`src/rtl/crtc_pkg.sv`:
```
package crtc_pkg;
  localparam int unsigned DW       = 8;
  localparam int unsigned IW       = 8;
  localparam int unsigned LW       = 10;
  localparam int unsigned NUM_REGS = 25;
  localparam int unsigned PROT_LIM = 8;

  localparam logic [IW-1:0] IDX_VTOT = 8'h06;
  localparam logic [IW-1:0] IDX_OVF  = 8'h07;
  localparam logic [IW-1:0] IDX_SKIP = 8'h08;
  localparam logic [IW-1:0] IDX_MSL  = 8'h09;
  localparam logic [IW-1:0] IDX_CSS  = 8'h0A;
  localparam logic [IW-1:0] IDX_CSE  = 8'h0B;
  localparam logic [IW-1:0] IDX_SAH  = 8'h0C;
  localparam logic [IW-1:0] IDX_SAL  = 8'h0D;
  localparam logic [IW-1:0] IDX_CAH  = 8'h0E;
  localparam logic [IW-1:0] IDX_CAL  = 8'h0F;
  localparam logic [IW-1:0] IDX_VRS  = 8'h10;
  localparam logic [IW-1:0] IDX_VRE  = 8'h11;
  localparam logic [IW-1:0] IDX_VDE  = 8'h12;
  localparam logic [IW-1:0] IDX_ULN  = 8'h14;
  localparam logic [IW-1:0] IDX_VBS  = 8'h15;
  localparam logic [IW-1:0] IDX_MOD  = 8'h17;
  localparam logic [IW-1:0] IDX_LCMP = 8'h18;

  typedef enum logic [1:0] {
    SHIFT_BYTE  = 2'd0,
    SHIFT_WORD  = 2'd1,
    SHIFT_DWORD = 2'd2
  } addr_shift_e;
endpackage

```
`src/rtl/crtc_reg_bank.sv`:
```
module crtc_reg_bank
  import crtc_pkg::*;
#(
  parameter int unsigned N_REGS = NUM_REGS
) (
  input  logic                         clk_i,
  input  logic                         rst_ni,
  input  logic                         we_i,
  input  logic                         sel_data_i,
  input  logic [DW-1:0]                wdata_i,
  output logic [IW-1:0]                idx_o,
  output logic [N_REGS-1:0][DW-1:0]    regs_o,
  output logic                         lc8_o,
  output logic [DW-1:0]                rdata_o
);
  logic [IW-1:0]             idx_q;
  logic [N_REGS-1:0][DW-1:0] regs_q;
  logic                      lc8_q;
  logic                      lock;
  logic                      dwr;

  assign lock = regs_q[IDX_VRE][7];
  assign dwr  = we_i & sel_data_i;

  always_ff @(posedge clk_i or negedge rst_ni) begin
    if (!rst_ni)                idx_q <= '0;
    else if (we_i && !sel_data_i) idx_q <= wdata_i;
  end

  for (genvar g = 0; g < N_REGS; g++) begin : g_reg
    localparam logic [IW-1:0] MY_IDX = IW'(g);
    localparam bit            PROT   = (g < PROT_LIM);
    logic wr_ok;
    if (PROT) begin : g_prot
      assign wr_ok = dwr && (idx_q == MY_IDX) && !lock;
    end else begin : g_open
      assign wr_ok = dwr && (idx_q == MY_IDX);
    end
    always_ff @(posedge clk_i or negedge rst_ni) begin
      if (!rst_ni)    regs_q[g] <= '0;
      else if (wr_ok) regs_q[g] <= wdata_i;
    end
  end

  // split-line bit 8 bypasses the lock
  always_ff @(posedge clk_i or negedge rst_ni) begin
    if (!rst_ni)                          lc8_q <= 1'b0;
    else if (dwr && (idx_q == IDX_OVF))   lc8_q <= wdata_i[4];
  end

  always_comb begin
    logic [DW-1:0] sel;
    sel = '0;
    for (int i = 0; i < N_REGS; i++)
      if (idx_q == IW'(i)) sel = regs_q[i];
    rdata_o = sel_data_i ? sel : idx_q;
  end

  assign idx_o  = idx_q;
  assign regs_o = regs_q;
  assign lc8_o  = lc8_q;
endmodule

```
`src/rtl/crtc_decode.sv`:
```
module crtc_decode
  import crtc_pkg::*;
#(
  parameter int unsigned N_REGS = NUM_REGS
) (
  input  logic [N_REGS-1:0][DW-1:0] regs_i,
  input  logic                      lc8_i,
  output logic [LW-1:0]             vtotal_o,
  output logic [LW-1:0]             vdisp_end_o,
  output logic [LW-1:0]             vret_start_o,
  output logic [LW-2:0]             vblank_start_o,
  output logic [LW-1:0]             line_cmp_o,
  output logic [2*DW-1:0]           start_addr_o,
  output logic [2*DW-1:0]           cursor_addr_o,
  output logic [4:0]                cursor_first_o,
  output logic [4:0]                cursor_last_o,
  output logic [1:0]                cursor_skew_o,
  output logic                      cursor_on_o,
  output logic [6:0]                row_lines_o,
  output logic [4:0]                skip_lines_o,
  output logic [1:0]                skip_bytes_o,
  output logic [1:0]                addr_shift_o,
  output logic                      vint_en_o
);
  logic [DW-1:0] ovf, msl;
  logic [6:0]    row_base;
  addr_shift_e   shift;

  assign ovf = regs_i[IDX_OVF];
  assign msl = regs_i[IDX_MSL];

  assign vtotal_o       = {ovf[5], ovf[0], regs_i[IDX_VTOT]};
  assign vdisp_end_o    = {ovf[6], ovf[1], regs_i[IDX_VDE]};
  assign vret_start_o   = {ovf[7], ovf[2], regs_i[IDX_VRS]};
  assign vblank_start_o = {ovf[3], regs_i[IDX_VBS]};
  assign line_cmp_o     = {msl[6], lc8_i, regs_i[IDX_LCMP]};

  assign start_addr_o  = {regs_i[IDX_SAH], regs_i[IDX_SAL]};
  assign cursor_addr_o = {regs_i[IDX_CAH], regs_i[IDX_CAL]};

  assign cursor_first_o = regs_i[IDX_CSS][4:0];
  assign cursor_on_o    = ~regs_i[IDX_CSS][5];
  assign cursor_last_o  = regs_i[IDX_CSE][4:0];
  assign cursor_skew_o  = regs_i[IDX_CSE][6:5];

  assign row_base    = {2'b00, msl[4:0]} + 7'd1;
  assign row_lines_o = msl[7] ? {row_base[5:0], 1'b0} : row_base;

  assign skip_lines_o = regs_i[IDX_SKIP][4:0];
  assign skip_bytes_o = regs_i[IDX_SKIP][6:5];

  always_comb begin
    if (regs_i[IDX_ULN][6])      shift = SHIFT_DWORD;
    else if (regs_i[IDX_MOD][6]) shift = SHIFT_BYTE;
    else                         shift = SHIFT_WORD;
  end
  assign addr_shift_o = shift;

  assign vint_en_o = ~regs_i[IDX_VRE][5];
endmodule

```
`src/rtl/crtc_line_ctr.sv`:
```
module crtc_line_ctr
  import crtc_pkg::*;
#(
  parameter int unsigned CW = LW
) (
  input  logic          clk_i,
  input  logic          rst_ni,
  input  logic          step_i,
  input  logic [CW-1:0] vtotal_i,
  input  logic [CW-1:0] vret_i,
  input  logic [CW-1:0] lcmp_i,
  input  logic          vint_en_i,
  input  logic          vint_clr_i,
  output logic [CW-1:0] cnt_o,
  output logic          wrap_o,
  output logic          vint_o
);
  logic [CW-1:0] cnt_q;
  logic          vint_q;
  logic          hit_ret;

  assign hit_ret = step_i && (cnt_q == vret_i) && vint_en_i;

  always_ff @(posedge clk_i or negedge rst_ni) begin
    if (!rst_ni)     cnt_q <= '0;
    else if (step_i) cnt_q <= (cnt_q == vtotal_i) ? '0 : cnt_q + 1'b1;
  end

  // a retrace hit outranks a same-cycle clear
  always_ff @(posedge clk_i or negedge rst_ni) begin
    if (!rst_ni)         vint_q <= 1'b0;
    else if (hit_ret)    vint_q <= 1'b1;
    else if (vint_clr_i) vint_q <= 1'b0;
  end

  assign cnt_o  = cnt_q;
  assign vint_o = vint_q;
  assign wrap_o = step_i && (cnt_q == lcmp_i);
endmodule

```
`src/rtl/crtc_regfile.sv`:
```
module crtc_regfile
  import crtc_pkg::*;
#(
  parameter int unsigned N_REGS = NUM_REGS
) (
  input  logic          clk_i,
  input  logic          rst_ni,
  input  logic          bus_we_i,
  input  logic          bus_data_sel_i,
  input  logic [7:0]    bus_wdata_i,
  output logic [7:0]    bus_rdata_o,
  input  logic          line_step_i,
  output logic [9:0]    vtotal_o,
  output logic [9:0]    vdisp_end_o,
  output logic [9:0]    vret_start_o,
  output logic [8:0]    vblank_start_o,
  output logic [9:0]    line_cmp_o,
  output logic [15:0]   start_addr_o,
  output logic [15:0]   cursor_addr_o,
  output logic [4:0]    cursor_first_o,
  output logic [4:0]    cursor_last_o,
  output logic [1:0]    cursor_skew_o,
  output logic          cursor_on_o,
  output logic [6:0]    row_lines_o,
  output logic [4:0]    skip_lines_o,
  output logic [1:0]    skip_bytes_o,
  output logic [1:0]    addr_shift_o,
  output logic [9:0]    line_cnt_o,
  output logic          split_wrap_o,
  output logic          vint_o
);
  logic [IW-1:0]             idx_q;
  logic [N_REGS-1:0][DW-1:0] regs;
  logic                      lc8;
  logic                      vint_en;
  logic                      vint_clr;

  crtc_reg_bank #(.N_REGS(N_REGS)) u_bank (
    .clk_i      (clk_i),
    .rst_ni     (rst_ni),
    .we_i       (bus_we_i),
    .sel_data_i (bus_data_sel_i),
    .wdata_i    (bus_wdata_i),
    .idx_o      (idx_q),
    .regs_o     (regs),
    .lc8_o      (lc8),
    .rdata_o    (bus_rdata_o)
  );

  crtc_decode #(.N_REGS(N_REGS)) u_dec (
    .regs_i         (regs),
    .lc8_i          (lc8),
    .vtotal_o       (vtotal_o),
    .vdisp_end_o    (vdisp_end_o),
    .vret_start_o   (vret_start_o),
    .vblank_start_o (vblank_start_o),
    .line_cmp_o     (line_cmp_o),
    .start_addr_o   (start_addr_o),
    .cursor_addr_o  (cursor_addr_o),
    .cursor_first_o (cursor_first_o),
    .cursor_last_o  (cursor_last_o),
    .cursor_skew_o  (cursor_skew_o),
    .cursor_on_o    (cursor_on_o),
    .row_lines_o    (row_lines_o),
    .skip_lines_o   (skip_lines_o),
    .skip_bytes_o   (skip_bytes_o),
    .addr_shift_o   (addr_shift_o),
    .vint_en_o      (vint_en)
  );

  assign vint_clr = bus_we_i && bus_data_sel_i && (idx_q == IDX_VRE) && !bus_wdata_i[4];

  crtc_line_ctr #(.CW(LW)) u_line (
    .clk_i      (clk_i),
    .rst_ni     (rst_ni),
    .step_i     (line_step_i),
    .vtotal_i   (vtotal_o),
    .vret_i     (vret_start_o),
    .lcmp_i     (line_cmp_o),
    .vint_en_i  (vint_en),
    .vint_clr_i (vint_clr),
    .cnt_o      (line_cnt_o),
    .wrap_o     (split_wrap_o),
    .vint_o     (vint_o)
  );
endmodule

```
`config.mk`:
```
export PLATFORM = sky130hd
export DESIGN_NAME = crtc_regfile
export DESIGN_NICKNAME = d
export VERILOG_FILES = /design/src/rtl/crtc_pkg.sv /design/src/rtl/crtc_reg_bank.sv /design/src/rtl/crtc_decode.sv /design/src/rtl/crtc_line_ctr.sv /design/src/rtl/crtc_regfile.sv
export SDC_FILE = /design/constraint.sdc
export NUM_CORES = 1
export LEC_CHECK = 0
export CAP_MARGIN = 20
export CORE_MARGIN = 2
export CORE_UTILIZATION = 35
export CTS_CLUSTER_SIZE = 24
export DETAILED_ROUTE_END_ITERATION = 16
export SKIP_LAST_GASP = 1
export SLEW_MARGIN = 20
export SYNTH_ARGS = -nofsm -noshare
export SYNTH_HDL_FRONTEND = slang
export SYNTH_SLANG_ARGS = --single-unit
export TNS_END_PERCENT = 20
```
`constraint.sdc`:
```
create_clock -name clk_i -period 2.4 [get_ports clk_i]
set_clock_uncertainty 0.15 [all_clocks]
set_input_delay 0.48 -clock clk_i [delete_from_list [all_inputs] [get_ports clk_i]]
set_output_delay 0.48 -clock clk_i [all_outputs]
set_load 0.005 [all_outputs]
```
==> results.txt, run 1 <==
----------------------------------------------------
[Drt]
  Count of vias placed by the detailed router ... 10,360
  Detailed Route Iter0 Violations ... 742
  Final wirelength ... 45,780 um
  Antenna Nets Post-Route ... 0
  Post-route DRC violation count ... 0
  Routed vias/inst ... 5.371
  Wirelength per Cell ... 23.75 um
  TritonRoute pass-1 iters ... 7

[Timing]
  Number of failing hold endpoints at the final stage ... 0
  Remaining max-slew budget at the tightest pin ... 46.78%
  Post-route clock period utilization ... 146.0%
  Transition at the pin with the smallest max-transition slack ... 0.7966 ns
  Max frequency ... 285.4 MHz
  RSZ-0062 raised after global routing ... yes
  Number of failing setup endpoints in the final timing report ... 136
  Max-slew violation count ... 0
  Period minus WS final ... 3.503 ns
  Post-route setup slack ... -1.103 ns

[Logic synthesis]
  Post-synth design cell area ... 12,460 um2
  Synth top area cells ... dfrtp_1 44%, mux2_2 17%, buf_4 6.3%, mux2_4 2.9%, o21ai_0 2.0%
  Net count after synthesis ... 1,126
  Synth Area per Inst ... 11.22 um2
  Number of storage elements in the synthesis netlist ... 220
  Cell taking the most area after synthesis ... dfrtp_1
  Cells after Synth ... 1,111
  Main synth FF type ... dfrtp_1
  Sequential share of the synthesized area ... 44.17%
  Top-area cell type share of the netlist area ... 44.17%
  Number of enable-type register cells in the synthesized netlist ... 0
  Unique masters post-synth ... 80
  Fraction of synthesis flops using an asynchronous set or reset pin ... 100.0%
  Total number of yosys warnings ... 0

[Clocking]
  Later-pin clock latency in the skew report ... 0.54 ns
  Clock root buffer ... clkbuf_16
  Number of clock buffers inserted by TritonCTS ... 25
  Number of buffers between clock root and the deepest sink ... 3
  Clock sinks ... 220
  Clock-pin transition on the worst setup and hold timing paths ... 0.06 ns
  H-tree lvl count ... 1
  Clock tree from TritonCTS ... built

[Floorplanning]
  Die area ... 37,140 um2
  Initial core utilization ... 35.30%
  Total number of placement rows ... 69
  Chip width ... 192.7 um
  I/O Pins ... 143
  Vertical die dimension ... 192.7 um
  Floorplan Core Area ... 35,310 um2

[Worst hold path]
  HP Class ... flop to flop
  Cells on Worst Hold Path ... 1

[Status]
  Failing checks ... negative setup slack
  Outcome ... finished with violations

[Placement]
  Port Buf Inserts ... 142
  Setup slack after placement ... -1.194 ns
  Final RePlAce weighted congestion ... 0.9740
  DPL Wire Length ... 33,640 um

[Global route]
  Grt met1 use ... 33.84%
  Total global routing overflow ... 0
  Tot GR Track Use ... 24.72%
  Number of antenna violations at the first check in global routing ... 0
  Global-route wire length before repair ... 67,830 um
  Busiest metal layer after global routing ... met2
  Global-route met2 utilization ... 40.12%
  Maximum number of pins on one net before global-route repair ... 69
  Vias in the first global route ... 10,440
  Met3 Resource Use GR ... 4.219%

[Final layout]
  Share of layout cells above drive strength 1 ... 49.01%
  # nets final ... 1,465
  Layout Area Growth over Synthesis ... 41.10%
  Antenna diode instance count ... 0

[Critical path]
  Worst setup EP type ... primary output
  Depth of the worst register-to-register path ... 10
  Setup Crit Path Kind ... flop to primary output
  CP Launch Type ... flop
  Data required time of the worst path ... 1.77 ns
  Data arrival time of the critical path ... 2.87 ns
  Max FO, Critical Path ... 4

[Power and ir drop]
  Power per Cell Area ... 651.9 nW/um2
  Static Leak ... 8.144 nW
  Total design power ... 11.46 mW
  Max IR drop VDD ... 0.0006553 V

[Flow run]
  Max-cap violations ... 0

----------------------------------------------------
-- layout make-up --
cell class / count / area, um2
multi-input combinational: 699 / 6397
tap: 461 / 576.8
clock buffer: 40 / 742.0
clock inverter: 4 / 20.02
sequential: 220 / 5510
inverter: 14 / 52.55
fill: 3182 / 17720
timing repair buffer: 490 / 4288
-- synthesized netlist by cell type, types with 4 or more instances --
| master | instances |
|---|---|
| nand2b_1 | 10 |
| a221oi_1 | 6 |
| inv_1 | 13 |
| o221ai_1 | 9 |
| xor2_1 | 13 |
| nand3_1 | 21 |
| a21oi_1 | 33 |
| a22oi_1 | 15 |
| a32oi_1 | 4 |
| a211oi_1 | 14 |
| buf_4 | 104 |
| nand3b_1 | 5 |
| mux2_4 | 24 |
| buf_1 | 9 |
| clkbuf_1 | 43 |
| mux4_2 | 4 |
| nor2b_1 | 13 |
| mux2i_1 | 21 |
| and3_1 | 6 |
| o2bb2ai_1 | 4 |
| xnor2_1 | 25 |
| o22ai_1 | 15 |
| nand4_1 | 9 |
| a22o_1 | 10 |
| nor2_8 | 4 |
| mux2_2 | 186 |
| nor3_1 | 11 |
| nor3_2 | 4 |
| o211ai_1 | 5 |
| buf_2 | 22 |
| o21ai_0 | 50 |
| nand2_1 | 43 |
| dfrtp_1 | 220 |
| nor2_2 | 8 |
| a31oi_1 | 8 |
| nor2_1 | 49 |
-- placed cells by master (no fill, tap or decap), types with 10 or more instances in the layout --
| cell | synthesis | routed |
|---|---|---|
| buf_4 | 104 | 297 |
| dfrtp_1 | 220 | 216 |
| mux2_2 | 186 | 186 |
| clkdlybuf4s50_1 | 0 | 126 |
| nor2_1 | 49 | 45 |
| nand2_1 | 43 | 40 |
| buf_6 | 1 | 35 |
| o21ai_0 | 50 | 32 |
| a21oi_1 | 33 | 31 |
| clkbuf_16 | 0 | 25 |
| mux2_4 | 24 | 24 |
| xnor2_1 | 25 | 22 |
| mux2i_1 | 21 | 20 |
| nand3_1 | 21 | 16 |
| buf_2 | 22 | 14 |
| buf_12 | 0 | 14 |
| xor2_1 | 13 | 13 |
| a22oi_1 | 15 | 13 |
| inv_1 | 13 | 12 |
| o22ai_1 | 15 | 12 |
| o21ai_1 | 1 | 11 |
| nor2b_1 | 13 | 10 |
-- per-layer routing --
metal,vias to the layer above,share of wire (%)
met5,-,0
met4,0,3.1
met3,81,6.3
met2,392,47
met1,5254,44
li1,4629,-
-- path summary, 6_finish.rpt --
| kind | from | end | slack, ns |
|---|---|---|---|
| max | u_bank.idx_o[6] | bus_rdata_o[2] | -1.10 |
| min | u_bank.regs_o[47] | u_bank.regs_o[47] | 0.34 |
| max reg2reg | u_bank.idx_o[6] | u_bank.regs_o[144] | -0.27 |
| min reg2reg | u_bank.regs_o[47] | u_bank.regs_o[47] | 0.34 |
| max in group asynchronous | rst_ni | u_bank.regs_o[113] | 1.03 |
| min in group asynchronous | rst_ni | u_bank.regs_o[144] | 0.40 |
-- critical path, cell delays in order (launching register included) --
cell and delay (ns):
dfrtp_2 0.41, or4_4 0.59, buf_6 0.16, buf_6 0.12
nor2_4 0.15, a32oi_1 0.17, o32ai_2 0.15, nor3_2 0.11
buf_4 0.15, o21ai_1 0.18, buf_2 0.15
-- what timing repair did --
| action | 4_1_cts | 5_1_grt |
|---|---|---|
| pin swaps | 43 | 44 |
| hold endpoints to repair | 57 | 0 |
| resized for setup | 164 | 59 |
| setup buffers | 20 | 9 |
| setup endpoints to repair | 158 | 185 |
| hold buffers | 1 | 0 |
| gates cloned | 1 | 1 |
-- state kept, by name (all words and copies together), names as in the netlist --
signal,cells
u_bank.regs_o,200
u_line.cnt_o,10
u_bank.idx_o,8
u_bank.lc8_o,1
u_line.vint_o,1
-- cell families (layout without fill, tap and decap cells) --
group / count (synthesis) / in the layout / share of synthesized area (%)
xor+xnor: 38 / 38 / 2.670
simple gates: 212 / 213 / 10.08
mux: 237 / 237 / 22.28
flops: 220 / 220 / 44.17
buf+inv: 193 / 548 / 9.225
compound gates: 209 / 209 / 11.37
fa+ha+maj: 2 / 2 / 0.2007
-- through the flow --
stage | instances | hold slack (ns) | area [um2] | util [%] | TNS (ns)
2_1_floorplan | 1111 | 0.03441 | 12480 | - | -1.064
3_3_place_gp | 1858 | 0.3258 | 15980 | 45.25 | -66.91
3_5_place_dp | 1858 | 0.3320 | 15980 | 45.25 | -66.72
4_1_cts | 1923 | 0.3452 | 17290 | 48.96 | -26.28
5_1_grt | 1928 | 0.3650 | 17590 | 49.81 | -35.19
6_report | 1928 | 0.3432 | 17590 | 49.81 | -25.01
-- power by group --
part / internal (mW) / switching, mW
clock: 2.10 / 1.56
sequential: 4.09 / 0.306
combinational: 1.77 / 1.65
total: 7.96 / 3.51
Power figures use the tool's default switching activity.
==> run 2: changes to the inputs <==
--- a/config.mk
+++ b/config.mk
@@ -7,12 +7,12 @@
 export LEC_CHECK = 0
 export CAP_MARGIN = 20
 export CORE_MARGIN = 2
-export CORE_UTILIZATION = 35
+export CORE_UTILIZATION = 52
 export CTS_CLUSTER_SIZE = 24
 export DETAILED_ROUTE_END_ITERATION = 16
+export PLACE_DENSITY = 0.78
 export SKIP_LAST_GASP = 1
-export SLEW_MARGIN = 20
+export SLEW_MARGIN = 25
 export SYNTH_ARGS = -nofsm -noshare
 export SYNTH_HDL_FRONTEND = slang
 export SYNTH_SLANG_ARGS = --single-unit
-export TNS_END_PERCENT = 20
==> results.txt, run 2 (synthesis results as in run 1) <==
----------------------------------------------------
[Critical path]
  Data arrival time of the critical path ... 2.87 ns (about the same)
  CP Launch Type ... flop (unchanged)
  Depth of the worst register-to-register path ... 11 (was 10)
  Data required time of the worst path ... 1.77 ns (about the same)
  Setup Crit Path Kind ... flop to primary output (unchanged)
  Worst setup EP type ... primary output (unchanged)
  Max FO, Critical Path ... 4 (unchanged)

[Global route]
  Number of antenna violations at the first check in global routing ... 0 (unchanged)
  Busiest metal layer after global routing ... met2 (unchanged)
  Grt met1 use ... 46.53% (was 33.84%)
  Vias in the first global route ... 11,180 (was 10,440)
  Global-route wire length before repair ... 70,030 um (was 67,830 um)
  Maximum number of pins on one net before global-route repair ... 53 (was 69)
  Tot GR Track Use ... 36.35% (was 24.72%)
  Met3 Resource Use GR ... 6.609% (was 4.219%)
  Total global routing overflow ... 0 (unchanged)
  Global-route met2 utilization ... 60.82% (was 40.12%)

[Clocking]
  Clock root buffer ... clkbuf_16 (unchanged)
  Clock tree from TritonCTS ... built (unchanged)
  Later-pin clock latency in the skew report ... 0.55 ns (was 0.54 ns)
  Number of clock buffers inserted by TritonCTS ... 25 (unchanged)
  H-tree lvl count ... 1 (unchanged)
  Number of buffers between clock root and the deepest sink ... 3 (unchanged)
  Clock sinks ... 220 (unchanged)
  Clock-pin transition on the worst setup and hold timing paths ... 0.07 ns (was 0.06 ns)

[Timing]
  Max frequency ... 285.4 MHz (about the same)
  Period minus WS final ... 3.504 ns (was 3.503 ns)
  Number of failing hold endpoints at the final stage ... 0 (unchanged)
  Post-route clock period utilization ... 146.0% (about the same)
  Remaining max-slew budget at the tightest pin ... 67.63% (was 46.78%)
  Worst hold margin ... 0.3084 ns (was 0.3432 ns)
  Max-slew violation count ... 0 (unchanged)
  Transition at the pin with the smallest max-transition slack ... 0.4846 ns (was 0.7966 ns)
  Number of failing setup endpoints in the final timing report ... 129 (was 136)
  RSZ-0062 raised after global routing ... yes (unchanged)
  Post-route setup slack ... -1.104 ns (was -1.103 ns)

[Drt]
  Count of vias placed by the detailed router ... 10,760 (was 10,360)
  Antenna Nets Post-Route ... 0 (unchanged)
  Final wirelength ... 46,650 um (was 45,780 um)
  Wirelength per Cell ... 26.21 um (was 23.75 um)
  Routed vias/inst ... 6.043 (was 5.371)
  Detailed Route Iter0 Violations ... 941 (was 742)
  Post-route DRC violation count ... 0 (unchanged)
  TritonRoute pass-1 iters ... 5 (was 7)

[Final layout]
  # nets final ... 1,458 (was 1,465)
  Most common cell after layout, fill and taps aside ... buf_4 (unchanged)
  Antenna diode instance count ... 0 (unchanged)
  Share of layout cells above drive strength 1 ... 50.24% (was 49.01%)
  Layout Area Growth over Synthesis ... 43.40% (was 41.10%)
  Number of flip-flops under the largest register name ... 200 (unchanged)
  Final instance area ... 17,870 um2 (was 17,590 um2)
  Most used cells in the layout excluding fill and tap cells ... 270 x buf_4, 214 x dfrtp_1, 126 x clkdlybuf4s50_1 (was 297 x buf_4, 216 x dfrtp_1, 186 x mux2_2)

[Floorplanning]
  Floorplan Core Area ... 23,470 um2 (was 35,310 um2)
  I/O Pins ... 143 (unchanged)
  Initial core utilization ... 53.10% (was 35.30%)
  Vertical die dimension ... 158.8 um (was 192.7 um)
  Die area ... 25,220 um2 (was 37,140 um2)
  Chip width ... 158.8 um (was 192.7 um)
  Total number of placement rows ... 56 (was 69)

[Power and ir drop]
  Power per Cell Area ... 664.1 nW/um2 (was 651.9 nW/um2)
  Clk network pwr share ... 32.6% (was 31.9%)
  Static Leak ... 8.269 nW (was 8.144 nW)
  Max IR drop VDD ... 0.0006856 V (was 0.0006553 V)
  Total net switching power ... 3.674 mW (was 3.508 mW)
  Fraction of power spent switching nets ... 30.95% (was 30.60%)
  Internal power ... 8.196 mW (was 7.957 mW)
  Logic gate share of total power ... 30.2% (was 29.8%)
  Sequential fraction of design power ... 37.3% (was 38.3%)

[Placement]
  Setup slack after placement ... -1.069 ns (was -1.194 ns)
  Port Buf Inserts ... 142 (unchanged)
  Area post-placement ... 15,690 um2 (was 15,980 um2)
  DPL Wire Length ... 32,220 um (was 33,640 um)
  Final RePlAce weighted congestion ... 1.000 (was 0.9740)

[Worst hold path]
  HP Class ... primary input to asynchronous set/reset pin (was flop to flop)

[Status]
  Failing checks ... negative setup slack (unchanged)
  Outcome ... finished with violations (unchanged)

[Flow run]
  Max-cap violations ... 0 (unchanged)

----------------------------------------------------
==> run 2: cell types whose count changed in the layout (fill, tap and decap cells not counted), sizes merged <==
cell	change
clkinv	-1
dlygate4sd2	+1
clkinvlp	+3
nor2	+1
dlymetal6s2s	-1
buf	-9
==> run 2: per-stage QoR <==
| stage | setup TNS, ns | utilization (%) | instances | power (mW) |
|---|---|---|---|---|
| final | -24.26 | 76.15 | 1780 | 11.87 |
| after global routing | -34.25 | 76.15 | 1780 | 12.22 |
| after CTS | -20.80 | 74.81 | 1774 | 11.71 |
| after detailed placement | -59.48 | 66.84 | 1693 | 7.621 |
| after global placement | -65.10 | 66.84 | 1693 | 7.547 |
| after floorplan | -0.7304 | - | 1111 | 5.962 |
==> run 2: worst paths after layout <==
| check | from | end | slack, ns |
|---|---|---|---|
| worst min register to register | u_bank.regs_o[11] | u_bank.regs_o[11] | 0.36 |
| worst min-delay path | rst_ni | u_bank.regs_o[116] | 0.31 |
| worst max-delay path | u_bank.idx_o[5] | bus_rdata_o[4] | -1.10 |
| min in group clk_i | u_bank.regs_o[11] | u_bank.regs_o[11] | 0.36 |
| max in group asynchronous | rst_ni | u_bank.idx_o[1] | 1.09 |
| worst max register to register | u_bank.idx_o[5] | u_bank.regs_o[103] | -0.28 |
==> run 2: layer usage <==
layer,vias to the layer above,share of wire [%],wire length [um]
met5,-,0,0
met4,0,4.7,2203
met3,138,7.2,3357
met2,535,49,22760
met1,5462,39,18340
li1,4621,-,-
==> run 2: critical path: stages (launching register included) <==
cell,delay (ns)
dfrtp_1,0.40
buf_6,0.14
nor4_4,0.39
buf_4,0.21
buf_6,0.11
nand2_1,0.15
a21oi_1,0.34
a211oi_2,0.13
buf_4,0.16
o22ai_2,0.16
buf_2,0.14
==> run 2: timing repair <==
item	CTS	global route
endpoints found under the hold margin	44	0
hold buffers	1	0
gates resized for setup	243	77
cloned	3	0
pin swaps	55	36
buffers inserted	35	14
endpoints found under the setup margin	147	185
==> run 2: final cells by class <==
type | instances | area (um2)
Multi-Input combinational cell | 700 | 6739
Fill cell | 1530 | 5598
Sequential cell | 220 | 5513
Timing Repair Buffer | 482 | 4340
Clock buffer | 39 | 788.3
Tap cell | 319 | 399.1
Inverter | 14 | 56.30
Clock inverter | 6 | 38.79
==> run 2: power by group through the flow <==
stage               clock [mW]  combinational [mW]  sequential (mW)
detailed placement           0                3.16             4.46
global route              4.01                3.75             4.45
finish                    3.87                3.58             4.42
floorplan                    0                1.59             4.38
global placement             0                3.10             4.44
CTS                       3.87                3.44             4.40
